<file path="src/rtl/pin_sense_pkg.sv">
package pin_sense_pkg;

  localparam int SENSE_W = 3;

  typedef enum logic [SENSE_W-1:0] {
    SENSE_OFF  = 3'd0,
    SENSE_BOTH = 3'd1,
    SENSE_RISE = 3'd2,
    SENSE_FALL = 3'd3,
    SENSE_LOW  = 3'd5
  } senseMode_e;

  // Per-pin arming decoded from the sense field
  typedef struct packed {
    logic onRise;
    logic onFall;
  } pinArm_t;

  // Bus strobes from control to datapath
  typedef struct packed {
    logic addrHit;   // busAddr selects one of the flag views
    logic clrStrobe; // write-one-to-clear to a flag view
  } busStrobe_t;

endpackage

</file>
<file path="src/rtl/pin_sense_ctrl.sv">
module pin_sense_ctrl
  import pin_sense_pkg::*;
#(
  parameter int NUM_PINS = 8,
  parameter int CTRL_W   = 8,
  parameter int ADDR_W   = 6,
  parameter logic [ADDR_W-1:0] VIEW_A = 6'h03,
  parameter logic [ADDR_W-1:0] VIEW_B = 6'h29
) (
  input  logic                       busWrEn,
  input  logic [ADDR_W-1:0]          busAddr,
  input  logic [NUM_PINS*CTRL_W-1:0] pinCtrl,
  output pinArm_t [NUM_PINS-1:0]     arm,
  output busStrobe_t                 strobe
);

  always_comb begin
    strobe.addrHit   = (busAddr == VIEW_A) || (busAddr == VIEW_B);
    strobe.clrStrobe = busWrEn && strobe.addrHit;
  end

  for (genvar g = 0; g < NUM_PINS; g++) begin : gPinDecode
    logic [SENSE_W-1:0] senseField;
    assign senseField = pinCtrl[g*CTRL_W +: SENSE_W];

    always_comb begin
      arm[g] = '0;
      unique case (senseField)
        SENSE_BOTH: begin arm[g].onRise = 1'b1; arm[g].onFall = 1'b1; end
        SENSE_RISE: arm[g].onRise = 1'b1;
        SENSE_FALL: arm[g].onFall = 1'b1;
        SENSE_LOW:  arm[g].onFall = 1'b1;
        default:    arm[g] = '0;
      endcase
    end
  end

endmodule

</file>
<file path="src/rtl/pin_sense_dp.sv">
module pin_sense_dp
  import pin_sense_pkg::*;
#(
  parameter int NUM_PINS = 8
) (
  input  logic                   clk,
  input  logic                   rstN,
  input  logic [NUM_PINS-1:0]    pinIn,
  input  pinArm_t [NUM_PINS-1:0] arm,
  input  busStrobe_t             strobe,
  input  logic [NUM_PINS-1:0]    busWrData,
  output logic [NUM_PINS-1:0]    flags,
  output logic [NUM_PINS-1:0]    rdData,
  output logic                   irq
);

  logic [NUM_PINS-1:0] prevIn;
  logic [NUM_PINS-1:0] roseNow;
  logic [NUM_PINS-1:0] fellNow;
  logic [NUM_PINS-1:0] hits;
  logic [NUM_PINS-1:0] clrMask;
  logic [NUM_PINS-1:0] flagsNext;
  logic                irqNext;

  assign roseNow = pinIn & ~prevIn;
  assign fellNow = ~pinIn & prevIn;

  for (genvar g = 0; g < NUM_PINS; g++) begin : gHit
    assign hits[g] = (arm[g].onRise & roseNow[g]) | (arm[g].onFall & fellNow[g]);
  end

  always_comb begin
    clrMask   = strobe.clrStrobe ? busWrData : '0;
    flagsNext = (flags & ~clrMask) | hits;
    if (|hits)               irqNext = 1'b1;
    else if (flagsNext == '0) irqNext = 1'b0;
    else                      irqNext = irq;
  end

  always_ff @(posedge clk) begin
    if (!rstN) begin
      prevIn <= pinIn;
      flags  <= '0;
      irq    <= 1'b0;
    end else begin
      prevIn <= pinIn;
      flags  <= flagsNext;
      irq    <= irqNext;
    end
  end

  assign rdData = strobe.addrHit ? flags : '0;

endmodule

</file>
<file path="src/rtl/pin_sense_unit.sv">
module pin_sense_unit
  import pin_sense_pkg::*;
#(
  parameter int NUM_PINS = 8,
  parameter int CTRL_W   = 8,
  parameter int ADDR_W   = 6,
  parameter logic [ADDR_W-1:0] VIEW_A = 6'h03,
  parameter logic [ADDR_W-1:0] VIEW_B = 6'h29
) (
  input  logic                       clk,
  input  logic                       rstN,
  input  logic [NUM_PINS-1:0]        pinIn,
  input  logic [NUM_PINS*CTRL_W-1:0] pinCtrl,
  input  logic                       busWrEn,
  input  logic [ADDR_W-1:0]          busAddr,
  input  logic [NUM_PINS-1:0]        busWrData,
  output logic [NUM_PINS-1:0]        rdData,
  output logic [NUM_PINS-1:0]        flags,
  output logic                       irq
);

  pinArm_t [NUM_PINS-1:0] arm;
  busStrobe_t             strobe;

  pin_sense_ctrl #(
    .NUM_PINS(NUM_PINS), .CTRL_W(CTRL_W), .ADDR_W(ADDR_W),
    .VIEW_A(VIEW_A), .VIEW_B(VIEW_B)
  ) uCtrl (
    .busWrEn(busWrEn),
    .busAddr(busAddr),
    .pinCtrl(pinCtrl),
    .arm(arm),
    .strobe(strobe)
  );

  pin_sense_dp #(.NUM_PINS(NUM_PINS)) uDp (
    .clk(clk),
    .rstN(rstN),
    .pinIn(pinIn),
    .arm(arm),
    .strobe(strobe),
    .busWrData(busWrData),
    .flags(flags),
    .rdData(rdData),
    .irq(irq)
  );

endmodule

</file>
<file path="config.mk">
export PLATFORM = sky130hd
export DESIGN_NAME = pin_sense_unit
export DESIGN_NICKNAME = d
export VERILOG_FILES = /design/src/rtl/pin_sense_pkg.sv /design/src/rtl/pin_sense_ctrl.sv /design/src/rtl/pin_sense_dp.sv /design/src/rtl/pin_sense_unit.sv
export SDC_FILE = /design/constraint.sdc
export NUM_CORES = 1
export LEC_CHECK = 0
export BUFFER_PORTS_ARGS = -buffer_cell sky130_fd_sc_hd__buf_2
export CELL_PAD_IN_SITES_DETAIL_PLACEMENT = 2
export CELL_PAD_IN_SITES_GLOBAL_PLACEMENT = 2
export CORE_UTILIZATION = 17
export DETAILED_ROUTE_END_ITERATION = 6
export GPL_TIMING_DRIVEN = 0
export MAX_ROUTING_LAYER = met4
export PLACE_DENSITY = 0.79
export SLEW_MARGIN = 25
export SYNTH_ARGS = -nofsm -noshare
export SYNTH_HDL_FRONTEND = slang
export SYNTH_SLANG_ARGS = --single-unit
</file>
<file path="constraint.sdc">
create_clock -name clk -period 2 [get_ports clk]
set_clock_uncertainty 0.1 [all_clocks]
set_input_delay 0.3 -clock clk [delete_from_list [all_inputs] [get_ports clk]]
set_output_delay 0.3 -clock clk [all_outputs]
set_load 0.02 [all_outputs]
</file>
==> results of run 1 <==
[flip-flops by register name (all words and copies together) (netlist names)]
signal      flops
uDp.flags       8
uDp.irq         1
uDp.prevIn      8
[worst max path at each step]
stage | from | to | cells past startpoint
5_1_grt | busAddr[1] | rdData[2] | 8
3_3_place_gp | busAddr[3] | rdData[2] | 6
2_1_floorplan | busAddr[4] | uDp.irq$_SDFFE_PN0P_ | 6
3_5_place_dp | busAddr[3] | rdData[2] | 6
6_report | busAddr[1] | rdData[7] | 8
4_1_cts | busAddr[1] | rdData[2] | 8
[layout by cell type, fill, tap and decap left out, drive strengths merged]
| cell type | instances |
|---|---|
| or3b | 6 |
| and4bb | 1 |
| nand2 | 2 |
| nor2b | 2 |
| and3b | 1 |
| o41ai | 3 |
| inv | 12 |
| a31oi | 2 |
| and2 | 10 |
| nand4 | 2 |
| dfxtp | 17 |
| o211ai | 5 |
| a21boi | 2 |
| o21ai | 7 |
| nor3 | 1 |
| nand3 | 1 |
| or4bb | 2 |
| o311ai | 2 |
| o32ai | 4 |
| a211oi | 9 |
| clkbuf | 4 |
| nor4b | 2 |
| a22o | 1 |
| and2b | 3 |
| nor3b | 2 |
| buf | 69 |
| nor2 | 7 |
| nand2b | 15 |
| a21oi | 2 |
[cell type report]
type	instances	area (um2)
fillers	733	4415
multi-input cells	94	690.7
repair buffers	68	352.8
flip-flops and latches	17	340.3
well taps	75	93.84
clock buffers	4	45.04
inverters	12	45.04
plain buffers	1	7.507
[kinds of logic after synthesis]
logic type             Yosys count  synth area share, %
AND/OR/NAND/NOR                 57                36.96
AO/OA/AOI/OAI                   37                26.32
flip-flops                      17                31.81
buffers and inverters           13                4.912
[power by group]
| part | leakage (uW) | internal, uW | switching [uW] | total, uW |
|---|---|---|---|---|
| Combinational | 0.000574 | 102 | 110 | 211 |
| Sequential | 0.000142 | 362 | 15.0 | 377 |
| Clock | 0.0000228 | 141 | 120 | 262 |
| Total | 0.000739 | 605 | 245 | 850 |
[stage by stage]
step	TNS (ns)	total power (uW)	cells
floorplan	0	491.4	124
global placement	-3.752	586.6	264
detailed placement	-3.789	596.5	264
CTS	0	873.5	271
global route	0	909.7	271
finish	0	850.3	271
[layer usage]
metal | track usage [%] | share of wire, %
met2 | 21.92 | 54
met4 | 2.143 | 0.42
met5 | - | 0
met3 | 2.360 | 5.4
met1 | 11.87 | 40
[what timing repair did]
item,in CTS,in global routing
endpoints found under the setup margin,8,9
pin swaps,2,1
gates resized for setup,1,3
buffers inserted,3,0
hold endpoints to repair,0,0
==> summary.txt, run 1 <==
DRC: 0
Tcrit/Tclk final: 94.21%
Final instance area: 1575 um2
Worst vdd ir: 0.2653 mV
Power per cell area: 539.8 nW/um2
CP Cell Sequence: buf_2, and3b_1, buf_4, nor2_1, nor4b_4, buf_4, and2_1, buf_2
Synth Cell Area: 1070 um2
Drt first pass iters: 3
Sequential cell area fraction in the yosys report: 31.81%
GRT overflow: 0
CP endpoint kind: output port
Hold Fails Final Rpt: 0
CP max FO: 7
Mean Syn Cell Area: 8.627 um2
Fin worst setup slack: 0.1158 ns
Slowest cell delay on critical path: 0.23 ns
Clock buffers created by TritonCTS: 3
Reg2reg end: uDp.irq$_SDFFE_PN0P_
Initial antenna violation count: 0
Post-Syn Instances: 124
Hold Buf Count CTS: 0
N_diodes: 0
Fin util: 26.29%
Top-area cell type share of the netlist area: 31.81%
Hold Path Stages: 1
Rows: 28
Final ANT Viol Nets: 0
Die height: 81.33 um
Async S/R FF share, synth: 0%
Status: complete, no violations
Clock tree root buffer cell: clkbuf_8
Unique cell type count in the Yosys netlist: 36
Rel. slew slack: 72.30%
Top_reg_cell synth: dfxtp_1
Most instantiated cells after synthesis: dfxtp_1 (17), nand2b_1 (15), inv_1 (12), and2_1 (10), nor2_1 (7)
GP Congestion: 0.7042
Wire length per cell: 13.03 um
R2r worst-path depth: 6
Measured slew at the worst slew-check pin: 0.4142 ns
Largest net degree at the start of global routing: 10
RSZ-0062 raised after global routing: false
Setup WS pre-CTS: -0.4860 ns
Top-count cell post-synth: dfxtp_1
HPWL Detailed: 3.077 mm
Worst r2r src: uDp.prevIn[0]$_DFF_P_
Die area: 6614 um2
Worst-path clk slew: 0.07 ns
Area added between synthesis and finish: 47.25%
Area leader, netlist: dfxtp_1
Clk sinks: 17
Nets@finish: 286
Num ports: 106
Area contributors post-synth: dfxtp_1 (32%), nand2b_1 (8.8%), and2_1 (5.8%), a211oi_1 (4.2%), inv_1 (4.2%)
GRT Overall Usage: 11.42%
Share of layout cells above drive strength 1: 42.86%
Number of global-route vias before repair: 1249
# port buffers: 65
Critical path class: input port to output port
Max frequency: 0.5307 GHz
Initial Util: 17.86%
Yosys warnings: 0
Post-synth EDFFs: 0
Minimum clock period: 1.884 ns
Worst EP required: 1.60 ns
Placed standard-cell area: 1489 um2
Static leakage: 0.0007387 uW
CP max-delay cell: nor4b_4
First-pass GRT wire length: 5.499 mm
Worst path top cell family by delay: simple AND/OR/NAND/NOR gates
CTS H-Tree Depth: 1
CTS tree: yes
Worst Hold Class: input port to flip-flop
Worst EP arrival: 1.48 ns
Initial DRC Count: 21
Number of max-cap violations: 0
Setup-failing EPs final: 0
Flop2flop setup slack: 0.22 ns
Syn_nets: 213
CTS Buffer Depth: 2
Hold slack final: 0.06295 ns
Hold Path End: uDp.prevIn[2]$_DFF_P_
Core area: 5991 um2
Yosys reg bits: 17
Worst skew pair latency: 0.25 ns
DR vias: 1209
Buf/Inv on CP: 4
Via density: 4.461
Startpoint type of the worst setup path: input port
Pins Over Slew Limit: 0
Hold_sp: pinIn[2]
Chip Width: 81.33 um
WL final: 3.531 mm
No activity file was read; power rests on OpenSTA's default activity.
==> run 2: changes to the inputs <==
Settings changed: CORE_UTILIZATION 17 to 15, PLACE_DENSITY 0.79 to default, PLACE_DENSITY_LB_ADDON from default to 0.1, SYNTH_HIERARCHICAL from default to 1.
==> summary.txt, run 2 <==
Worst skew pair latency: 0.25 ns (about the same)
Worst EP required: 2.04 ns (was 1.60 ns)
Top-count cell post-synth: dfxtp_1 (unchanged)
CTS H-Tree Depth: 1 (unchanged)
Rel. slew slack: 56.38% (was 72.30%)
Hold Fails Final Rpt: 0 (unchanged)
Number of fillers in the final layout: 704 (was 733)
# port buffers: 64 (was 65)
Unique cell type count in the Yosys netlist: 27 (was 36)
WL final: 3.641 mm (was 3.531 mm)
CTS tree: yes (unchanged)
Buf/Inv on CP: 2 (was 4)
Most Crowded Layer GR: met2 (unchanged)
Number of max-cap violations: 0 (unchanged)
Clock buffers created by TritonCTS: 3 (unchanged)
Status: finished with violations (was complete, no violations)
CTS Buffer Depth: 2 (unchanged)
Final setup TNS: -0.03353 ns (was 0 ns)
Core area: 6026 um2 (was 5991 um2)
R2r worst-path depth: 5 (was 6)
Clock tree root buffer cell: clkbuf_8 (unchanged)
Area added between synthesis and finish: 70.09% (was 47.25%)
Worst EP arrival: 2.05 ns (was 1.48 ns)
Hold Buf Count CTS: 0 (unchanged)
Rows: 28 (unchanged)
Met2 Usage GRT: 21.83% (was 21.92%)
Area contributors post-synth: dfxtp_1 (36%), a21boi_0 (9.5%), xnor2_1 (7.4%), and2_1 (7.2%), nand3b_1 (7.1%) (was dfxtp_1 (32%), nand2b_1 (8.8%), and2_1 (5.8%), a211oi_1 (4.2%), inv_1 (4.2%))
Post-Syn Instances: 109 (was 124)
Failing checks: negative setup slack
Chip Width: 81.57 um (was 81.33 um)
Initial Util: 15.76% (was 17.86%)
Hold Path Stages: 1 (unchanged)
Die area: 6654 um2 (was 6614 um2)
HPWL Detailed: 3.041 mm (was 3.077 mm)
Critical path class: input port to flip-flop (was input port to output port)
Yosys reg bits: 17 (unchanged)
FF/Latch Area: 340.3 um2 (unchanged)
Mean Syn Cell Area: 8.712 um2 (was 8.627 um2)
Drt first pass iters: 3 (unchanged)
Placed standard-cell area: 1389 um2 (was 1489 um2)
Final instance area: 1615 um2 (was 1575 um2)
Slowest cell delay on critical path: 0.43 ns (was 0.23 ns)
Clk sinks: 17 (unchanged)
Num ports: 106 (unchanged)
CP max FO: 4 (was 7)
Post-synth EDFFs: 0 (unchanged)
CP endpoint kind: flip-flop (was output port)
Sequential cell area fraction in the yosys report: 35.84% (was 31.81%)
Yosys warnings: 6 (was 0)
CP Cell Sequence: buf_6, or3b_4, a2111oi_4, buf_4, a21bo_1, o211ai_1, a211oi_2, nand4_1, a31o_1 (was buf_2, and3b_1, buf_4, nor2_1, nor4b_4, buf_4, and2_1, buf_2)
Share of layout cells above drive strength 1: 50.54% (was 42.86%)
Met1 Use GR: 12.10% (was 11.87%)
RSZ-0062 raised after global routing: true (was false)
Commonest cells after routing, fill and taps aside: buf_2 (55), dfxtp_1 (17), a21boi_0 (10) (was buf_2 (63), dfxtp_1 (17), nand2b_1 (15), inv_1 (12), and2_1 (10))
Initial antenna violation count: 0 (unchanged)
Top_reg_cell synth: dfxtp_1 (unchanged)
Measured slew at the worst slew-check pin: 0.6474 ns (was 0.4142 ns)
Pins Over Slew Limit: 0 (unchanged)
GRT overflow: 0 (unchanged)
GRT Overall Usage: 11.57% (was 11.42%)
Static leakage: 0.0007005 uW (was 0.0007387 uW)
Number of global-route vias before repair: 1234 (was 1249)
Largest net degree at the start of global routing: 11 (was 10)
Top Registers: uDp/flags x8, uDp/prevIn x8, uDp/irq x1 (was uDp.flags x8, uDp.prevIn x8, uDp.irq x1)
Multi-input gate area: 699.4 um2 (was 690.7 um2)
DRC: 0 (unchanged)
Area leader, netlist: dfxtp_1 (unchanged)
Most instantiated cells after synthesis: dfxtp_1 (17), a21boi_0 (12), and2_1 (11), nand2_1 (11), nand3b_1 (9) (was dfxtp_1 (17), nand2b_1 (15), inv_1 (12), and2_1 (10), nor2_1 (7))
Power per cell area: 542.2 nW/um2 (was 539.8 nW/um2)
DR vias: 1122 (was 1209)
Worst vdd ir: 0.2109 mV (was 0.2653 mV)
Fin worst setup slack: -0.009356 ns (was 0.1158 ns)
GP Congestion: 0.6171 (was 0.7042)
Startpoint type of the worst setup path: input port (unchanged)
CP max-delay cell: or3b_4 (was nor4b_4)
Wire length per cell: 14.06 um (was 13.03 um)
Initial DRC Count: 15 (was 21)
Async S/R FF share, synth: 0% (unchanged)
Worst Hold Class: input port to flip-flop (unchanged)
GR Util met3: 2.333% (was 2.360%)
Minimum clock period: 2.009 ns (was 1.884 ns)
Final ANT Viol Nets: 0 (unchanged)
Worst path depth: 9 (was 8)
Worst path top cell family by delay: compound AO/OA/AOI/OAI gates (was simple AND/OR/NAND/NOR gates)
Fin util: 26.81% (was 26.29%)
Max frequency: 0.4977 GHz (was 0.5307 GHz)
Die height: 81.57 um (was 81.33 um)
N_diodes: 0 (unchanged)
Top-area cell type share of the netlist area: 35.84% (was 31.81%)
Setup-failing EPs final: 6 (was 0)
Tcrit/Tclk final: 100.5% (was 94.21%)
Nets@finish: 274 (was 286)
First-pass GRT wire length: 5.602 mm (was 5.499 mm)
Synth Cell Area: 949.7 um2 (was 1070 um2)
Syn_nets: 198 (was 213)
Most common cell after layout, fill and taps aside: buf_2 (unchanged)
Worst-path clk slew: 0.07 ns (about the same)
Via density: 4.332 (was 4.461)
==> run 2: worst reg2reg max path, delay by kind of cell (launching register included) <==
family | cells | cell delay [ns]
compound gates | 3 | 0.82
flops | 1 | 0.31
simple gates | 2 | 0.21
==> run 2: final timing paths <==
kind                                             from                     to  slack (ns)
worst max register to register  uDp/prevIn[1]$_DFF_P_   uDp/irq$_SDFFE_PN0P_        0.46
worst min-delay path                         pinIn[3]  uDp/prevIn[3]$_DFF_P_        0.07
worst max-delay path                       busAddr[5]   uDp/irq$_SDFFE_PN0P_      -0.009
worst min register to register   uDp/irq$_SDFFE_PN0P_   uDp/irq$_SDFFE_PN0P_        0.41
==> run 2: per-stage QoR <==
stage / power [uW] / worst slack (ns) / cells / hold slack (ns)
floorplan: 495.8 / -0.1592 / 109 / 0.2277
CTS: 891.2 / -0.05378 / 258 / 0.06339
finish: 875.8 / -0.009356 / 259 / 0.07287
detailed placement: 599.9 / -0.6839 / 249 / 0.3309
global route: 934.6 / -0.08840 / 259 / 0.05875
global placement: 584.9 / -1.109 / 248 / 0.3231
==> run 2: logic make-up (layout without fill, tap and decap cells) <==
group	Yosys count	in the layout	synth area share, %
and+or+nand+nor	46	46	26.75
xor gates and xnor gates	8	8	7.378
AOI/OAI and AO/OA	36	36	29.25
DFF	17	17	35.84
buffers and inverters	2	77	0.7898
==> run 2: routing by layer <==
| layer | vias up | routed length, um |
|---|---|---|
| met5 | - | 0 |
| met4 | 0 | 15 |
| met3 | 2 | 246 |
| met2 | 40 | 1941 |
| met1 | 539 | 1437 |
| li1 | 541 | - |
==> run 2: layout make-up <==
type,count,area share [%]
multi-input cells,90,43.30
repair buffers,71,26.57
inverters,1,0.2324
clock buffers,4,2.789
well taps,75,5.809
flip-flops and latches,17,21.07
plain buffers,1,0.2324
==> run 2: timing repair <==
item                                   4_1_cts  5_1_grt
setup buffers                                5        1
endpoints found under the hold margin        0        0
gates resized for setup                     35        0
cloned                                       0        0
setup endpoints to repair                    9        9
pin swaps                                    8        1
==> run 2: power breakdown <==
group	internal (uW)	total (uW)	switching (uW)
clock network	141	259	118
logic	119	236	116
registers	363	381	18.5
total	623	876	252
